--- config.mk ---
export PLATFORM = sky130hd
export DESIGN_NAME = spin_seq
export DESIGN_NICKNAME = d
export VERILOG_FILES = /design/src/rtl/spin_pkg.sv /design/src/rtl/spin_align_wd.sv /design/src/rtl/spin_step_filter.sv /design/src/rtl/spin_phase_map.sv /design/src/rtl/spin_seq.sv
export SDC_FILE = /design/constraint.sdc
export NUM_CORES = 1
export LEC_CHECK = 0
export ABC_CLOCK_PERIOD_IN_PS = 1970
export BUFFER_PORTS_ARGS = -buffer_cell sky130_fd_sc_hd__buf_2
export CAP_MARGIN = 20
export CORE_UTILIZATION = 25
export CTS_CLUSTER_DIAMETER = 100
export DETAILED_ROUTE_END_ITERATION = 12
export GPL_ROUTABILITY_DRIVEN = 0
export MAX_ROUTING_LAYER = met4
export SETUP_SLACK_MARGIN = 0.02
export SLEW_MARGIN = 20
export SYNTH_ARGS = -nofsm -noshare
export SYNTH_HDL_FRONTEND = slang
export SYNTH_SLANG_ARGS = --single-unit
--- constraint.sdc ---
create_clock -name clk -period 1.97 [get_ports clk]
set_input_delay 0.0985 -clock clk [delete_from_list [all_inputs] [get_ports clk]]
set_output_delay 0.0985 -clock clk [all_outputs]
set_load 0.03 [all_outputs]
--- src/rtl/spin_pkg.sv ---
package spin_pkg;

    typedef enum logic [2:0] {
        M_IDLE   = 3'd0,
        M_CHECK  = 3'd1,
        M_ALIGN1 = 3'd2,
        M_ALIGN2 = 3'd3,
        M_GO     = 3'd4,
        M_RUN    = 3'd5,
        M_STALL  = 3'd6
    } mode_e;

    localparam logic [1:0] DRV_OFF = 2'b00;
    localparam logic [1:0] DRV_LO  = 2'b01;
    localparam logic [1:0] DRV_HI  = 2'b10;

    function automatic logic [2:0] step_one(input logic [2:0] s);
        return (s == 3'd6) ? 3'd1 : s + 3'd1;
    endfunction

    function automatic logic [2:0] step_two(input logic [2:0] s);
        return (s >= 3'd5) ? s - 3'd4 : s + 3'd2;
    endfunction

    // leg index 0=A 1=B 2=C
    function automatic logic [1:0] high_leg(input logic [2:0] s);
        case (s)
            3'd1, 3'd2: return 2'd0;
            3'd3, 3'd4: return 2'd1;
            default:    return 2'd2;
        endcase
    endfunction

    function automatic logic [1:0] low_leg(input logic [2:0] s);
        case (s)
            3'd1, 3'd6: return 2'd1;
            3'd2, 3'd3: return 2'd2;
            default:    return 2'd0;
        endcase
    endfunction

endpackage

--- src/rtl/spin_align_wd.sv ---
module spin_align_wd #(
    parameter int WD_LIMIT = 1024
) (
    input  logic clk,
    input  logic rst_n,
    input  logic align_clk_i,
    output logic alive_o,
    output logic rise_o
);
    localparam int CW = $clog2(WD_LIMIT + 1);

    typedef struct packed {
        logic [1:0]    sync;
        logic          prev;
        logic [CW-1:0] cnt;
    } wd_t;

    wd_t d, q;
    logic edge_seen;

    always_comb begin
        d         = q;
        edge_seen = q.sync[1] ^ q.prev;
        d.sync    = {q.sync[0], align_clk_i};
        d.prev    = q.sync[1];
        if (edge_seen)
            d.cnt = '0;
        else if (q.cnt != CW'(WD_LIMIT))
            d.cnt = q.cnt + 1'b1;
    end

    always_ff @(posedge clk or negedge rst_n) begin
        if (!rst_n) begin
            q.sync <= '0;
            q.prev <= 1'b0;
            q.cnt  <= CW'(WD_LIMIT);
        end else begin
            q <= d;
        end
    end

    assign alive_o = (q.cnt != CW'(WD_LIMIT));
    assign rise_o  = q.sync[1] & ~q.prev;

endmodule

--- src/rtl/spin_step_filter.sv ---
module spin_step_filter #(
    parameter int MIN_GAP = 125
) (
    input  logic clk,
    input  logic rst_n,
    input  logic step_i,
    input  logic lock_i,
    output logic adv_o
);
    localparam int GW = $clog2(MIN_GAP + 1);

    typedef struct packed {
        logic          prev;
        logic [GW-1:0] gap;
    } flt_t;

    flt_t d, q;

    always_comb begin
        d      = q;
        d.prev = step_i;
        adv_o  = step_i & ~q.prev & ~lock_i & (q.gap == '0);
        if (adv_o)
            d.gap = GW'(MIN_GAP - 1);
        else if (q.gap != '0)
            d.gap = q.gap - 1'b1;
    end

    always_ff @(posedge clk or negedge rst_n) begin
        if (!rst_n) begin
            q.prev <= 1'b0;
            q.gap  <= '0;
        end else begin
            q <= d;
        end
    end

endmodule

--- src/rtl/spin_phase_map.sv ---
module spin_phase_map
    import spin_pkg::*;
(
    input  logic [2:0] phase_i,
    input  logic       en_i,
    output logic [5:0] drive_o
);
    logic [1:0] hi_leg, lo_leg;

    assign hi_leg = high_leg(phase_i);
    assign lo_leg = low_leg(phase_i);

    for (genvar p = 0; p < 3; p++) begin : g_leg
        always_comb begin
            if (!en_i)                drive_o[2*p +: 2] = DRV_OFF;
            else if (hi_leg == 2'(p)) drive_o[2*p +: 2] = DRV_HI;
            else if (lo_leg == 2'(p)) drive_o[2*p +: 2] = DRV_LO;
            else                      drive_o[2*p +: 2] = DRV_OFF;
        end
    end

endmodule

--- src/rtl/spin_seq.sv ---
module spin_seq
    import spin_pkg::*;
#(
    parameter int CHECK_LOG = 21,
    parameter int ALIGN_A   = 64,
    parameter int ALIGN_B   = 192,
    parameter int WD_LIMIT  = 1024,
    parameter int MIN_GAP   = 125
) (
    input  logic       clk,
    input  logic       rst_n,
    input  logic       run_i,
    input  logic       oe_i,
    input  logic       step_i,
    input  logic       step_lock_i,
    input  logic       align_clk_i,
    input  logic       zc_i,
    input  logic       go_i,
    output logic [2:0] state_o,
    output logic [5:0] drive_o,
    output logic       drv_en_o
);
    localparam int AMAX = (ALIGN_A > ALIGN_B) ? ALIGN_A : ALIGN_B;
    localparam int AW   = $clog2(AMAX + 1);

    typedef struct packed {
        mode_e                mode;
        logic [2:0]           phase;
        logic [CHECK_LOG-1:0] win;
        logic [AW-1:0]        aln;
        logic                 run_prev;
    } seq_t;

    seq_t d, q;
    logic align_alive, align_rise, host_adv;

    spin_align_wd #(.WD_LIMIT(WD_LIMIT)) i_wd (
        .clk         (clk),
        .rst_n       (rst_n),
        .align_clk_i (align_clk_i),
        .alive_o     (align_alive),
        .rise_o      (align_rise)
    );

    spin_step_filter #(.MIN_GAP(MIN_GAP)) i_flt (
        .clk    (clk),
        .rst_n  (rst_n),
        .step_i (step_i),
        .lock_i (step_lock_i),
        .adv_o  (host_adv)
    );

    always_comb begin
        d          = q;
        d.run_prev = run_i;
        if (!run_i) begin
            d.mode  = M_IDLE;
            d.phase = 3'd1;
            d.win   = '0;
            d.aln   = '0;
        end else begin
            unique case (q.mode)
                M_IDLE: begin
                    if (!q.run_prev) begin
                        d.mode  = M_CHECK;
                        d.phase = 3'd2;
                        d.win   = '0;
                    end
                end
                M_CHECK: begin
                    if (zc_i) begin
                        d.mode  = M_RUN;
                        d.phase = step_one(q.phase);
                    end else if (&q.win) begin
                        d.mode = align_alive ? M_ALIGN1 : M_STALL;
                        d.aln  = '0;
                    end else begin
                        d.win = q.win + 1'b1;
                    end
                end
                M_ALIGN1: begin
                    if (!align_alive) begin
                        d.mode = M_STALL;
                    end else if (align_rise) begin
                        if (q.aln == AW'(ALIGN_A - 1)) begin
                            d.mode  = M_ALIGN2;
                            d.phase = step_two(q.phase);
                            d.aln   = '0;
                        end else begin
                            d.aln = q.aln + 1'b1;
                        end
                    end
                end
                M_ALIGN2: begin
                    if (!align_alive) begin
                        d.mode = M_STALL;
                    end else if (align_rise) begin
                        if (q.aln == AW'(ALIGN_B - 1)) begin
                            d.mode = M_GO;
                            d.aln  = '0;
                        end else begin
                            d.aln = q.aln + 1'b1;
                        end
                    end
                end
                M_GO: begin
                    if (zc_i) begin
                        d.mode  = M_RUN;
                        d.phase = step_two(q.phase);
                    end
                end
                M_RUN: begin
                    if (go_i) d.phase = step_one(q.phase);
                end
                M_STALL: begin
                    d.phase = 3'd2;
                    if (align_alive) begin
                        d.mode = M_ALIGN1;
                        d.aln  = '0;
                    end
                end
                default: d.mode = M_IDLE;
            endcase
            if (host_adv) d.phase = step_one(q.phase);
        end
    end

    always_ff @(posedge clk or negedge rst_n) begin
        if (!rst_n) begin
            q.mode     <= M_IDLE;
            q.phase    <= 3'd1;
            q.win      <= '0;
            q.aln      <= '0;
            q.run_prev <= 1'b0;
        end else begin
            q <= d;
        end
    end

    assign state_o  = q.phase;
    assign drv_en_o = oe_i && (q.mode == M_ALIGN1 || q.mode == M_ALIGN2 ||
                               q.mode == M_GO     || q.mode == M_RUN);

    spin_phase_map i_map (
        .phase_i (q.phase),
        .en_i    (drv_en_o),
        .drive_o (drive_o)
    );

endmodule

== After elaboration in Yosys (flattened, before gate mapping) ==
Index checks and enable logic that the tools add are counted.

* Add/subtract/negate cells: 7
* Order comparisons: 1
* Equality and inequality tests: 44
* Mux-type cells: 48
* Bitwise gates (word level): 8
* Reductions and logical operators: 20

{| class="wikitable"
|+ Operators by type and width
! operator !! count
|-
| $mux W8 || 8
|-
| $ne A4 B4 Y1 const B || 12
|-
| $mux W3 || 14
|-
| $pmux W21 S2 || 1
|-
| $mux W35 || 1
|-
| $pmux W8 S4 || 1
|-
| $ne A3 B3 Y1 const B || 10
|-
| $mux W29 || 1
|-
| $mux W27 || 1
|-
| $mux W11 || 2
|-
| $add A21 B1 Y21 const B || 1
|-
| $mux W21 || 1
|-
| $pmux W3 S7 || 1
|-
| $reduce_and A21 Y1 || 1
|-
| $mux W6 || 3
|-
| $pmux W3 S6 || 1
|-
| $reduce_and A8 Y1 || 2
|-
| $eq A3 B3 Y1 const B || 5
|-
| $mux W7 || 2
|-
| $eq A3 B2 Y1 const B || 4
|-
| $mux W2 || 6
|-
| $add A11 B1 Y11 const B || 1
|-
| $ne A11 B11 Y1 const B || 1
|-
| $reduce_and A9 Y1 || 1
|-
| 29 further kinds || 47
|}

* Flip-flop bits (word level): 58
* Bits of input ports: 9
* Output and inout bits: 10
* Word-level logic and storage cells: 138

== Logic depth before layout (Yosys ltp) ==
Gate-level depths: netlist of the first run.

* Depth in word-level cells: 8
* Depth in mapped cells: 9
* Depth with buffers taken out: 8

== By module ==
From an unflattened synthesis of the first run, not the netlist that was laid out.

* Cell total of the unflattened synthesis: 421
* Area, all modules: 3742.3 um^2

{| class="wikitable"
|+ Modules (own cells, without submodules)
! module !! times used !! cells each !! area an instance (um^2) !! seq. area each (um^2)
|-
| spin_seq || 1 || 300 || 2541.2 || 902.1
|-
| spin_align_wd || 1 || 67 || 684.4 || 351.6
|-
| spin_step_filter || 1 || 38 || 422.9 || 200.2
|-
| spin_phase_map || 1 || 16 || 93.8 || 0.0
|}

== Worst setup path after synthesis of the first run ==
No wires, ideal clock.

* Kind: register to register
* From: register q[9] (netlist bit)
* To: register q[33] (netlist bit)
* Setup time: 0.125 ns
* Arrival: 1.963 ns
* Required time: 1.845 ns
* Setup slack: -0.117 ns
* Cell stages (with the launch flop): 8
* Buffers on the path: 0
* Clock period less this slack: 2.087 ns
* Path through: dfrtp_1 > ha_1 > nand4_1 > nor4_4 > a211oi_1 > a41oi_1 > nand3_1 > mux2_2

* Longest elaborated chain between the ends: 3

{| class="wikitable"
|+ Ends and longest elaborated chain
! element !! line !! text
|-
| start: declaration || spin_seq.sv:34 || <nowiki>seq_t d, q;</nowiki>
|-
| $reduce_and A21 Y1 || spin_seq.sv:74 || <nowiki>end else if (&q.win) begin</nowiki>
|-
| $ne A4 B4 Y1 (no line) || - ||
|-
| $reduce_and A9 Y1 (no line) || - ||
|}

Every way passes these cells.
A chain may end at the register's enable or synchronous reset.

== Worst setup path in the final report of the first run ==
* From: register q[1] (netlist bit)
* To: register q[35] (netlist bit)

* Longest elaborated chain between the ends: 3
* Elaborated cells between the ends (all ways): 5
* Those cells by class: eq/ne (4); reduce/logical (1)

{| class="wikitable"
|+ Ends and longest elaborated chain
! element !! line
|-
| $eq A8 B8 Y1 / $eq A8 B6 Y1 (equally long branches) || spin_seq.sv:98, spin_seq.sv:85
|-
| $ne A4 B4 Y1 (no line) || -
|-
| $reduce_and A9 Y1 (no line) * || -
|}

Mark *: on every way between the ends. The rest lies on a longest branch, timed or not.

==> metrics.txt, run 1 <==
Final #Nets=503; max cap viols=0; Root Buffer=clkbuf_16; drt pass-1 iters=4; fraction of the mapped netlist area in adder cells=4.24%; YS warnings=0; Vias/cell=4.96; Post-Synthesis Mean Instance Area=8.54 um2; Fin Setup TNS=0 ns; share of layout cells above drive strength 1=29.4%; port buffer count=18; DRT Wirelength=8630 um; CTS buffer count=9; CP Cell Sequence=ha_1 > nand3_2 > nor3_1 > buf_4 > a311o_1 > nand3_2 > mux2_2; Simple-Gate Fraction of Synth Area=25.2%; unrepaired setup endpoints after global routing=true; post-layout min period=1.92 ns; Die X=121 um; # H-tree levels=3; FF/Latch Area=1460 um2; Netlist cell types=52; Achievable Freq=520 MHz; Area Growth Syn to Fin=35.4%; slowest cell delay on critical path=0.40 ns; Mapped Cells=415; post-synthesis mux area share=2.08%; period utilisation layout=97.5%; final setup violating endpoints=0; die area=14,700 um2; Worst path top cell family by delay=flip-flops; Pwr Total=5.02 mW; LEAKAGE=2.10 nW; CTS tree=yes; # diodes=0; Initial Utilization=25.6%; Final WS setup=0.0486 ns; total grt overflow=0; pre-CTS setup slack=-0.0659 ns; Iter 0 DRT Violations=213; Cell Area, Placed=4170 um2; most common cell after layout, fill and taps aside=dfrtp_1; CP Class=reg -> reg; Max transition margin=70.4%; predominant post-synthesis flop cell=dfrtp_1; Global Route Usage Sum=12.5%; Post-synth EDFFs=0; largest net degree at the start of global routing=59; Peak VDD IR=0.439 mV; post-route cell area=4800 um2; Die Y=121 um; # rows=43; Post-DP HPWL=5720 um; TritonCTS Sinks=58; Residual DRC=0; status=complete, no violations; num ports=19; syn_nets=436; Worst path most repeated cell=nand3_2; first-pass GRT wire length=14,400 um; slowest CP cell=dfrtp_1; count of state elements after synthesis=58; ranking of synthesized cells by area=dfrtp_1 40%, o21ai_0 8.2%, ha_1 4.2%; CP Max Fanout=4; endpoint type of the worst setup path=flip-flop; vias in the first global route=3,088; Synth Area in Compound Gates=20.1%; Clock Tree Buf Depth=2; most frequent cells in the layout=54 x dfrtp_1, 53 x buf_4, 32 x nor2_1, 32 x nand2_1, 26 x o21ai_1; Fill cells=1,379; clk_lat worst skew=0.33 ns; ys async rst share=100%; main combinational cell family by area after synthesis=simple AND/OR/NAND/NOR gates; Multi-input gate area=2130 um2; antenna violations before repair=0; worst slew pin tran=0.440 ns; post-synth top area share=39.5%; Mapped Area=3540 um2; Antenna Violating Nets Remaining=0; Fin. Hold Viols=0; Worst Path Buf+Inv=1; largest area contributor in the synthesized netlist=dfrtp_1; Crit path arrival time=2.13 ns; Seq/Total Area, Yosys=41.0%; Core Box Area=13,800 um2; mean routed wirelength per cell=13.0 um; fin. max-slew vios=0; Critical Path Start Type=flip-flop; worst path required time=2.18 ns; PD cells=1050 nW/um2; Post-Synth XOR/XNOR Area=2.72%; Worst Hold Class=in -> reg; Worst Skew=0.0106 ns; Via Count=3,303; clk slew on worst S/H paths=0.06 ns
-- registers in the layout (all words and copies together), names as in the netlist --
| signal | flops |
|---|---|
| i_flt.q | 8 |
| state_o | 3 |
| i_wd.d | 2 |
| i_wd.q | 12 |
| q | 33 |
-- cell families after synthesis --
family / after synthesis
simple gates: 168
buf+inv: 38
flops: 58
fa+ha+maj: 12
xor+xnor: 11
mux: 7
compound gates: 121
-- synth_stat cells (3+ instances only) --
cell,instances
mux2_2,3
mux2i_1,4
a21boi_0,5
ha_1,12
nand3_1,26
inv_1,14
nand2b_1,4
nor2_1,33
nand4_1,10
a31oi_1,10
or3_1,4
nor3b_1,3
a211oi_1,3
o21ai_0,58
a21o_1,4
and3_1,9
nor4_1,4
xnor2_1,11
and2_1,15
a21oi_1,21
buf_4,4
nand2_1,35
buf_2,5
o31ai_1,6
nor2b_1,3
nor3_1,11
dfrtp_1,56
clkbuf_1,13
-- final timing paths --
kind	start	to	slack (ns)	cells past startpoint
worst max-delay path	q[1]	q[35]	0.05	7
worst min-delay path	run_i	q[0]	0.09	1
worst max register to register	q[1]	q[35]	0.05	7
worst min register to register	i_wd.d[13]	i_wd.d[11]	0.35	0
max in group asynchronous	rst_n	i_wd.q[10]	1.35	3
min in group asynchronous	rst_n	q[14]	0.31	3
-- repair_timing --
action,4_1_cts,5_1_grt
hold buffers,3,0
setup buffers,1,3
cloned,0,3
pin swaps,1,15
resized for setup,10,77
setup endpoints to repair,28,36
endpoints found under the hold margin,58,0
-- routing by layer --
metal  vias to the layer above  part of all wire [%]  GRT usage, %
li1                       1626                     -             -
met2                        43                    50          20.1
met5                         -                     0             -
met1                      1622                    46          15.5
met3                        12                   2.8          2.40
met4                         0                   1.5          4.71
-- worst register-to-register path: cells and delay by family (launching register included) --
kind	cells	cell delay, ns
muxes	1	0.34
and+or+nand+nor	3	0.28
buffers and inverters	1	0.15
DFF	1	0.40
adders and majority gates	1	0.24
AOI/OAI and AO/OA	1	0.40
-- area by class of cell --
cell class / instances / share of cell area [%]
flip-flops and latches: 58 / 30.4
multi-input cells: 319 / 44.3
inverters: 16 / 1.28
repair buffers: 78 / 13.0
clock inverters: 2 / 0.730
clock buffers: 13 / 5.63
well taps: 180 / 4.69
-- where the power goes --
group / total, mW / switching (mW) / leakage (nW) / internal (mW)
clock network: 1.60 / 0.525 / 0.152 / 1.07
registers: 1.36 / 0.0722 / 0.766 / 1.28
logic: 2.07 / 1.16 / 1.18 / 0.907
total: 5.02 / 1.76 / 2.10 / 3.26
-- metrics by stage --
stage	hold slack [ns]	instances	utilization, %
final	0.0930	666	34.7
after detailed placement	0.135	641	30.2
after global routing	0.112	666	34.7
after global placement	0.141	641	30.2
after floorplan	-0.197	415	-
after CTS	0.0751	660	32.9
Power figures use the tool's default switching activity.
==> inputs of run 2 (changes only) <==
- ABC_CLOCK_PERIOD_IN_PS: 1970 -> 2000
- clock period: 1.97 -> 2 ns (I/O delays scaled with it)
==> metrics.txt, run 2 (synthesized netlist as in run 1, its figures left out) <==
die area=14,700 um2; Vias/cell=4.89; Residual DRC=0; num ports=19; fin. max-slew vios=0; Hold Path Depth=1; Clk pwr share=32.5%; Critical Path Start Type=flip-flop; pre-CTS setup slack=-0.0547 ns; vias in the first global route=3,172; Die X=121 um; Reg2Reg Depth=8; port buffer count=18; worst reg2reg endpoint=state_o[1]; Clock Tree Buf Depth=2; CTS tree=yes; Worst Path Buf+Inv=2; # diodes=0; total grt overflow=0; Antenna Violating Nets Remaining=0; largest registers=q (33), i_wd.q (12), i_flt.q (8); slowest CP cell=dfrtp_1; switching power=1.67 mW; mean routed wirelength per cell=12.4 um; Cell Area, Placed=4190 um2; Fin. Hold Viols=0; post-layout min period=1.92 ns; most common cell after layout, fill and taps aside=buf_4; Largest Register=q; Worst Skew=0.0102 ns; Hold EP=q[0]; CP Max Fanout=10; Post-DP HPWL=5720 um; Core Box Area=13,800 um2; Achievable Freq=522 MHz; Fill cells=1,384; Area Growth Syn to Fin=33.5%; combinational group share of total power=39.7%; most frequent cells in the layout=59 x buf_4, 55 x dfrtp_1, 38 x o21ai_0; max FFs per register=33; max cap viols=0; worst path required time=2.21 ns; first-pass GRT wire length=14,300 um; crit path launch=q[35]; Pwr Total=4.79 mW; worst hold slack=0.0683 ns; Via Count=3,288; Die Y=121 um; PD cells=1010 nW/um2; largest net degree at the start of global routing=59; Pint=3.11 mW; dpl cells=645; Final #Nets=508; reg2reg start=q[35]; CP Class=reg -> reg; CTS buffer count=9; drt pass-1 iters=4; final setup violating endpoints=0; Fin Setup TNS=0 ns; Core Util, Final=34.2%; share of layout cells above drive strength 1=25.6%; clk_lat worst skew=0.33 ns; Multi-input gate area=2050 um2; # H-tree levels=3; FF/Latch Area=1460 um2; status=complete, no violations; DRT Wirelength=8360 um; Peak VDD IR=0.624 mV; TritonCTS Sinks=58; antenna violations before repair=0; min-delay src=run_i; CP Cell Sequence=buf_6 > buf_4 > xnor2_1 > nor2_1 > and2_1 > o21ai_0 > a21oi_2 > mux2_2; period utilisation layout=95.9%; # rows=43; Final WS setup=0.0829 ns; Initial Utilization=25.6%; slowest cell delay on critical path=0.39 ns; Worst Hold Class=in -> reg; LEAKAGE=2.10 nW; Global Route Usage Sum=12.7%; sequential power share=27.8%; clk slew on worst S/H paths=0.05 ns; Max transition margin=72.3%; Root Buffer=clkbuf_16; R2R Setup Slk=0.08 ns; endpoint type of the worst setup path=flip-flop; post-route non-filler standard cell count=672; Worst path top cell family by delay=flip-flops; Iter 0 DRT Violations=206; unrepaired setup endpoints after global routing=true; worst slew pin tran=0.413 ns; post-route cell area=4730 um2; Crit path arrival time=2.13 ns; Switching Share=35.0%
run 2: changes by cell type in the layout (fill, tap and decap cells not counted), sizes merged:
cell	delta
clkbuf	-2
buf	+8
run 2: final cells by class:
type | count | share of cell area (%)
clock buffer | 14 | 5.58
sequential | 58 | 30.8
timing repair buffer | 83 | 13.4
inverter | 16 | 1.38
tap | 180 | 4.76
multi-input combinational | 319 | 43.4
clock inverter | 2 | 0.741
run 2: worst max-delay path by stage:
stage | cells after the start | slack, ns | to
final | 8 | 0.08 | state_o[1]
after global routing | 8 | -0.03 | state_o[1]
after CTS | 8 | -0.05 | q[5]
after detailed placement | 6 | -0.05 | q[3]
after global placement | 7 | 0.02 | q[35]
after floorplan | 7 | 0.03 | q[33]
run 2: power groups by stage:
stage / Combinational, mW / Clock (mW) / Sequential (mW)
floorplan: 1.20 / 0 / 1.34
global placement: 1.63 / 0 / 1.35
detailed placement: 1.65 / 0 / 1.36
CTS: 1.76 / 1.59 / 1.34
global route: 2.08 / 1.65 / 1.34
finish: 1.90 / 1.56 / 1.33
run 2: repair_timing:
item                                   in CTS  in global routing
endpoints found under the hold margin      58                  0
pin swaps                                   7                  5
resized for setup                          36                 19
buffers inserted                            4                  5
hold buffers                                3                  0
setup endpoints to repair                  13                 36
run 2: metal layers:
| layer | vias up | wire length [um] | share of wire [%] | track usage (%) |
|---|---|---|---|---|
| li1 | 1643 | - | - | - |
| met1 | 1591 | 3700 | 44 | 14.5 |
| met2 | 41 | 4270 | 51 | 21.0 |
| met3 | 13 | 266 | 3.2 | 3.62 |
| met4 | 0 | 123 | 1.5 | 4.71 |
| met5 | - | 0 | 0 | - |
